$ cat config.mk
export PLATFORM = sky130hd
export DESIGN_NAME = mixdot_unit
export DESIGN_NICKNAME = d
export VERILOG_FILES = /design/src/rtl/mixdot_pkg.sv /design/src/rtl/mixdot_decode.sv /design/src/rtl/mixdot_mul_stage.sv /design/src/rtl/mixdot_acc_stage.sv /design/src/rtl/mixdot_unit.sv
export SDC_FILE = /design/constraint.sdc
export NUM_CORES = 2
export LEC_CHECK = 0
export BUFFER_PORTS_ARGS = -buffer_cell sky130_fd_sc_hd__buf_2
export CAP_MARGIN = 10
export CELL_PAD_IN_SITES_DETAIL_PLACEMENT = 0
export CELL_PAD_IN_SITES_GLOBAL_PLACEMENT = 1
export CORE_ASPECT_RATIO = 0.8
export CORE_UTILIZATION = 40
export CTS_CLUSTER_SIZE = 16
export DETAILED_ROUTE_END_ITERATION = 8
export GPL_ROUTABILITY_DRIVEN = 0
export GPL_TIMING_DRIVEN = 0
export PLACE_DENSITY_LB_ADDON = 0.1
export SYNTH_ARGS = -nofsm -noshare
export SYNTH_HDL_FRONTEND = slang
export SYNTH_HIERARCHICAL = 1
export SYNTH_SLANG_ARGS = --single-unit
$ cat constraint.sdc
create_clock -name clk -period 6.6 [get_ports clk]
set_input_delay 0.66 -clock clk [delete_from_list [all_inputs] [get_ports clk]]
set_output_delay 0.66 -clock clk [all_outputs]
set_load 0.005 [all_outputs]
$ cat src/rtl/mixdot_pkg.sv
package mixdot_pkg;
  localparam int BW  = 8;
  localparam int BPL = 4;
  localparam int LW  = BW * BPL;
  localparam int NL  = 4;
  localparam int VW  = NL * LW;
  localparam int EW  = BW + 1;
  localparam int PW  = 2 * EW;
  localparam int LPW = BPL * PW;

  typedef logic signed [EW-1:0] ext_t;
  typedef logic signed [PW-1:0] prod_t;

  // Extend a byte to a signed 9-bit value; unsigned bytes gain a zero bit.
  function automatic ext_t widen_byte(input logic [BW-1:0] v, input logic is_signed);
    return {is_signed & v[BW-1], v};
  endfunction

  // Full-precision product of two widened bytes.
  function automatic prod_t byte_mul(input logic [BW-1:0] a, input logic a_sgn,
                                     input logic [BW-1:0] b, input logic b_sgn);
    ext_t x;
    ext_t y;
    prod_t p;
    x = widen_byte(a, a_sgn);
    y = widen_byte(b, b_sgn);
    p = PW'(x) * PW'(y);
    return p;
  endfunction

  // Add four sign-extended products onto a lane accumulator, wrapping.
  function automatic logic [LW-1:0] lane_accum(input logic [LW-1:0] acc,
                                               input logic [LPW-1:0] prods);
    logic [LW-1:0] t;
    prod_t p;
    t = acc;
    for (int k = 0; k < BPL; k++) begin
      p = prods[k*PW +: PW];
      t = t + LW'(p);
    end
    return t;
  endfunction
endpackage

$ cat src/rtl/mixdot_decode.sv
module mixdot_decode
  import mixdot_pkg::*;
#(
  parameter int RN_W = 5
) (
  input  logic            wide,
  input  logic            sign_sel,
  input  logic            idx,
  input  logic [RN_W-1:0] dst_reg,
  input  logic [RN_W-1:0] src_reg,
  input  logic [2*LW-1:0] src_b,
  output logic            undef,
  output logic            a_signed,
  output logic            b_signed,
  output logic [LW-1:0]   elem,
  output logic [NL-1:0]   lane_en
);
  localparam int HALF = NL / 2;

  logic unused_reg_hi;
  assign unused_reg_hi = ^{dst_reg[RN_W-1:1], src_reg[RN_W-1:1]};

  assign undef    = wide & (dst_reg[0] | src_reg[0]);
  assign a_signed = sign_sel;
  assign b_signed = ~sign_sel;
  assign elem     = idx ? src_b[2*LW-1:LW] : src_b[LW-1:0];

  for (genvar l = 0; l < NL; l++) begin : g_en
    if (l < HALF) begin : g_lo
      assign lane_en[l] = 1'b1;
    end else begin : g_hi
      assign lane_en[l] = wide;
    end
  end
endmodule

$ cat src/rtl/mixdot_mul_stage.sv
module mixdot_mul_stage
  import mixdot_pkg::*;
(
  input  logic              clk,
  input  logic              rst_n,
  input  logic              adv,
  input  logic              in_valid,
  input  logic [VW-1:0]     src_a,
  input  logic [LW-1:0]     elem,
  input  logic              a_signed,
  input  logic              b_signed,
  input  logic [VW-1:0]     acc,
  input  logic [NL-1:0]     lane_en,
  input  logic              undef,
  output logic              s1_valid,
  output logic [NL*LPW-1:0] s1_prod,
  output logic [VW-1:0]     s1_acc,
  output logic [NL-1:0]     s1_lane_en,
  output logic              s1_undef
);
  logic [NL*LPW-1:0] prod_n;
  logic              load;

  assign load = adv & in_valid;

  for (genvar l = 0; l < NL; l++) begin : g_lane
    for (genvar k = 0; k < BPL; k++) begin : g_byte
      assign prod_n[l*LPW + k*PW +: PW] =
        byte_mul(src_a[l*LW + k*BW +: BW], a_signed, elem[k*BW +: BW], b_signed);
    end
  end

  always_ff @(posedge clk or negedge rst_n) begin
    if (!rst_n) begin
      s1_valid <= 1'b0;
    end else if (adv) begin
      s1_valid <= in_valid;
    end
  end

  always_ff @(posedge clk or negedge rst_n) begin
    if (!rst_n) begin
      s1_prod    <= '0;
      s1_acc     <= '0;
      s1_lane_en <= '0;
      s1_undef   <= 1'b0;
    end else if (load) begin
      s1_prod    <= prod_n;
      s1_acc     <= acc;
      s1_lane_en <= lane_en;
      s1_undef   <= undef;
    end
  end
endmodule

$ cat src/rtl/mixdot_acc_stage.sv
module mixdot_acc_stage
  import mixdot_pkg::*;
(
  input  logic              clk,
  input  logic              rst_n,
  input  logic              adv,
  input  logic              s1_valid,
  input  logic [NL*LPW-1:0] s1_prod,
  input  logic [VW-1:0]     s1_acc,
  input  logic [NL-1:0]     s1_lane_en,
  input  logic              s1_undef,
  output logic              s2_valid,
  output logic [VW-1:0]     s2_res,
  output logic              s2_undef
);
  logic [VW-1:0] res_n;
  logic          load;

  assign load = adv & s1_valid;

  for (genvar l = 0; l < NL; l++) begin : g_lane
    logic [LW-1:0] sum_l;
    assign sum_l = lane_accum(s1_acc[l*LW +: LW], s1_prod[l*LPW +: LPW]);
    assign res_n[l*LW +: LW] = (s1_undef || !s1_lane_en[l]) ? s1_acc[l*LW +: LW] : sum_l;
  end

  always_ff @(posedge clk or negedge rst_n) begin
    if (!rst_n) begin
      s2_valid <= 1'b0;
    end else if (adv) begin
      s2_valid <= s1_valid;
    end
  end

  always_ff @(posedge clk or negedge rst_n) begin
    if (!rst_n) begin
      s2_res   <= '0;
      s2_undef <= 1'b0;
    end else if (load) begin
      s2_res   <= res_n;
      s2_undef <= s1_undef;
    end
  end
endmodule

$ cat src/rtl/mixdot_unit.sv
module mixdot_unit
  import mixdot_pkg::*;
#(
  parameter int RN_W = 5
) (
  input  logic            clk,
  input  logic            rst_n,
  input  logic            in_valid,
  output logic            in_ready,
  input  logic            in_wide,
  input  logic            in_sign_sel,
  input  logic            in_idx,
  input  logic [RN_W-1:0] in_dst_reg,
  input  logic [RN_W-1:0] in_src_reg,
  input  logic [VW-1:0]   in_src_a,
  input  logic [2*LW-1:0] in_src_b,
  input  logic [VW-1:0]   in_acc,
  output logic            out_valid,
  input  logic            out_ready,
  output logic [VW-1:0]   out_res,
  output logic            out_we,
  output logic            out_undef
);
  // Named internal events, visible to the bound checker.
  logic              pipe_adv;
  logic              s1_valid;
  logic              dec_undef;
  logic              dec_a_signed;
  logic              dec_b_signed;
  logic [LW-1:0]     dec_elem;
  logic [NL-1:0]     dec_lane_en;
  logic [NL*LPW-1:0] s1_prod;
  logic [VW-1:0]     s1_acc;
  logic [NL-1:0]     s1_lane_en;
  logic              s1_undef;

  assign pipe_adv = ~out_valid | out_ready;
  assign in_ready = pipe_adv;

  mixdot_decode #(.RN_W(RN_W)) u_dec (
    .wide     (in_wide),
    .sign_sel (in_sign_sel),
    .idx      (in_idx),
    .dst_reg  (in_dst_reg),
    .src_reg  (in_src_reg),
    .src_b    (in_src_b),
    .undef    (dec_undef),
    .a_signed (dec_a_signed),
    .b_signed (dec_b_signed),
    .elem     (dec_elem),
    .lane_en  (dec_lane_en)
  );

  mixdot_mul_stage u_mul (
    .clk        (clk),
    .rst_n      (rst_n),
    .adv        (pipe_adv),
    .in_valid   (in_valid),
    .src_a      (in_src_a),
    .elem       (dec_elem),
    .a_signed   (dec_a_signed),
    .b_signed   (dec_b_signed),
    .acc        (in_acc),
    .lane_en    (dec_lane_en),
    .undef      (dec_undef),
    .s1_valid   (s1_valid),
    .s1_prod    (s1_prod),
    .s1_acc     (s1_acc),
    .s1_lane_en (s1_lane_en),
    .s1_undef   (s1_undef)
  );

  mixdot_acc_stage u_acc (
    .clk        (clk),
    .rst_n      (rst_n),
    .adv        (pipe_adv),
    .s1_valid   (s1_valid),
    .s1_prod    (s1_prod),
    .s1_acc     (s1_acc),
    .s1_lane_en (s1_lane_en),
    .s1_undef   (s1_undef),
    .s2_valid   (out_valid),
    .s2_res     (out_res),
    .s2_undef   (out_undef)
  );

  assign out_we = out_valid & ~out_undef;
endmodule

==> metrics.md <==
| Metric | Value |
|---|---|
| Crit-path cells | `buf_6, buf_12, mux2_4, clkbuf_1, nand2_4, buf_2, nor2_1, fa_1, inv_1, fa_1, inv_1, fa_1, inv_1, fa_1, inv_1, ha_1, ha_1, clkbuf_1, a21o_1, or4_1, o22ai_1, o21ba_1, xor2_1, o21ai_1` |
| Worst slew pin tran | `around 1.3 ns` |
| Largest net degree at the start of global routing | `106` |
| Share of cells above drive strength 1 | `0.06518` |
| Multi-input gate area | `approximately 0.062 mm2` |
| Final nets | `roughly 13000` |
| Hold Crit Class | `in -> reg` |
| Clk Latency, worst-skew pair | `between 0.7 and 0.8 ns` |
| Post-CTS setup buffers | `0` |
| Post-synth EDFFs | `0` |
| TritonCTS clock tree | `done` |
| CP peak stage delay | `approximately 0.50 ns` |
| First-pass GRT wire length | `approximately 460000 um` |
| Skew final | `roughly 0.050 ns` |
| I/O Buffers | `~380` |
| Syn-to-layout area delta | `9.937%` |
| Routed vias | `67630` |
| GR Overflow Total | `0` |
| Flops & latches, synth | `552` |
| Crit Path Category | `in -> reg` |
| Setup crit end kind | `flop` |
| Sink Count | `approximately 550` |
| Drt via density | `5.187` |
| Top FF cell, synth | `dfrtp_1` |
| Die Span Y | `between 400 and 500 um` |
| Clock-pin slew on the worst setup and hold paths | `0.07 ns` |
| Die Width | `between 500 and 600 um` |
| Cell count after synthesis | `9711` |
| Max-slew violation count | `0` |
| Syn Std Cell Area | `between 0.08 and 0.09 mm2` |
| Dpl ws | `-1.836 ns` |
| Final worst setup slack | `about 0.089 ns` |
| Sequential fraction of the synthesis area | `0.1632` |
| Max Buffers Root-to-Sink | `3` |
| Final Setup Violations | `0` |
| Hold Fails Final Rpt | `0` |
| Ys async rst share | `1.000` |
| Yosys warns | `6` |
| Fmax achieved | `153.6 MHz` |
| WL per Instance | `roughly 24 um` |
| Initial Util | `0.4038` |
| Max-slew headroom | `0.1256` |
| Core area | `between 0.2 and 0.25 mm2` |
| Final WL | `between 300000 and 400000 um` |
| CP max stage cell | `fa_1` |
| Initial antenna violation count | `35` |
| Post-DRT Antenna Nets | `0` |
| Layout fillers | `around 21000` |
| Cell variety after synth | `slightly above 80` |
| TNS Setup | `0 ns` |
| Top fanout value on the critical path | `10` |
| FP Rows | `150` |
| Num CTS Buffers | `73` |
| Vias in the first global route | `approximately 68000` |
| Area leader, netlist | `fa_1` |
| Drt pass-1 iters | `5` |
| Register area | `between 0.01 and 0.015 mm2` |
| WP data required | `7.15 ns` |
| Syn avg cell area | `8.716 um2` |
| DRC Markers | `0` |
| Signal arrival time at the worst endpoint | `7.06 ns` |
| Synth top area cells | `fa_1, dfrtp_1, ha_1` |
| Final cycle utilization of the critical path | `0.9865` |
| Min Tclk post-route | `~6.5 ns` |
| Root Buffer | `clkbuf_16` |
| Hold_ws | `roughly 0.13 ns` |
| I/O Pins | `469` |
| H-tree depth | `3` |
| Status | `finished clean` |
| Total Routing Usage GR | `0.2995` |
| Crit start category | `primary input` |
| Iteration-0 DRC count of the detailed router | `5921` |
| Top-area cell type share of the netlist area | `0.3283` |
| Unrepaired setup endpoints after global routing | `no` |
| Die area | `around 0.21 mm2` |
| Post-DP HPWL | `approximately 270000 um` |
| Max Cap Viol | `0` |
layer usage:
layer	routed length [um]	GRT usage
met1	151600	0.4564
met5	57	0
met4	8011	0.06938
met3	24950	0.05206
met2	131900	0.4377
area by class of cell:
class / instances / share of cell area
clock inverters: 31 / 0.004787
well taps: 2812 / 0.03781
multi-input cells: 6716 / 0.6623
repair buffers: 398 / 0.02493
inverters: 2008 / 0.08100
diodes: 8 / 0.0002151
flip-flops and latches: 552 / 0.1484
clock buffers: 94 / 0.02189
plain buffers: 419 / 0.01864
path summary, 6_finish.rpt:
check                              startpoint            endpoint  slack (ns)  cells after the start
max                                    in_idx   u_mul/s1_prod[87]        0.09                     24
min                               in_acc[112]   u_mul/s1_acc[112]        0.13                      3
max reg2reg                u_mul/s1_prod[233]   u_acc/s2_res[127]        0.83                     15
min reg2reg                  u_mul/s1_prod[3]    u_mul/s1_prod[3]        0.47                      2
max in group asynchronous               rst_n  u_mul/s1_prod[193]        4.30                      5
min in group asynchronous               rst_n   u_acc/s2_res[120]        0.41                      2
cell families after synthesis:
| kind of cell | count (synthesis) | share of synthesized area |
|---|---|---|
| compound gates | 1176 | 0.08523 |
| other cells | 1 | 0.00004430 |
| fa+ha+maj | 2128 | 0.4377 |
| buf+inv | 2444 | 0.1094 |
| xor+xnor | 336 | 0.03477 |
| simple gates | 3027 | 0.1623 |
| mux | 47 | 0.007361 |
| flops | 552 | 0.1632 |
synthesized netlist by cell type, types with 35 or more instances:
library cell  count
nor3b_1          46
ha_1            740
nand2b_1         63
dfrtp_1         552
and2_1          480
clkbuf_1        359
xor2_1          109
nand3_1          61
xnor2_1         227
nor2_1          352
o21bai_1         40
inv_1          2008
nand3b_1         35
and3_1           42
a21oi_1         316
o21ai_0         350
buf_1            62
a21o_1          163
nor3_1           51
o31ai_1          36
nand2_1        1747
fa_1           1388
a31oi_1          47
stage by stage:
stage                     std cells  utilization  area, um2
after floorplan                9712            -      84650
after global placement        12900       0.4296      90060
after detailed placement      12920       0.4317      90510
after CTS                     13040       0.4437      93010
after global routing          13030       0.4438      93040
final                         13040       0.4439      93050
what timing repair did:
action                                  in CTS  in global routing
gates cloned                                 0                  0
hold buffers                                 1                  0
hold endpoints to repair                    36                  0
endpoints found under the setup margin      55                 23
pin swaps                                    0                  1
gates resized for setup                     26                 26
state kept, by name (all words and copies together) (netlist names):
register,count
u_mul/s1_valid,1
u_mul/s1_prod,288
u_mul/s1_acc,128
u_acc/s2_valid,1
u_mul/s1_lane_en,4
u_mul/s1_undef,1
u_acc/s2_undef,1
u_acc/s2_res,128
worst max-delay path: cells and delay by family:
kind                     cells  cell delay, ns
XOR/XNOR                     1            0.32
multiplexers                 1            0.31
adder cells (fa/ha/maj)      6            2.49
AO/OA/AOI/OAI                4            0.75
buffers and inverters        9            1.61
AND/OR/NAND/NOR              3            0.87
cell usage in the layout, fill, tap and decap left out, drive strengths merged, types with 17 or more instances in the layout:
master     n
and2     481
a21boi    24
a21oi    318
a22oi     17
o21ai    376
nand3b    35
or3       32
nor3b     46
nor2b     23
nand4     24
nor3      51
xor2     109
o31ai     36
a41oi     25
dfrtp    552
nand3     61
ha       740
a31oi     48
and3      42
nand2   1747
or2       30
clkbuf   434
a211oi    24
buf      475
xnor2    227
mux2      32
nor2     352
fa      1388
nand2b    63
o21a      23
o21bai    40
a21o     163
inv     2014
Power is left out: the tool's default activity adds up to more than one toggle a clock period on the data nets, which glitch-free logic cannot reach.
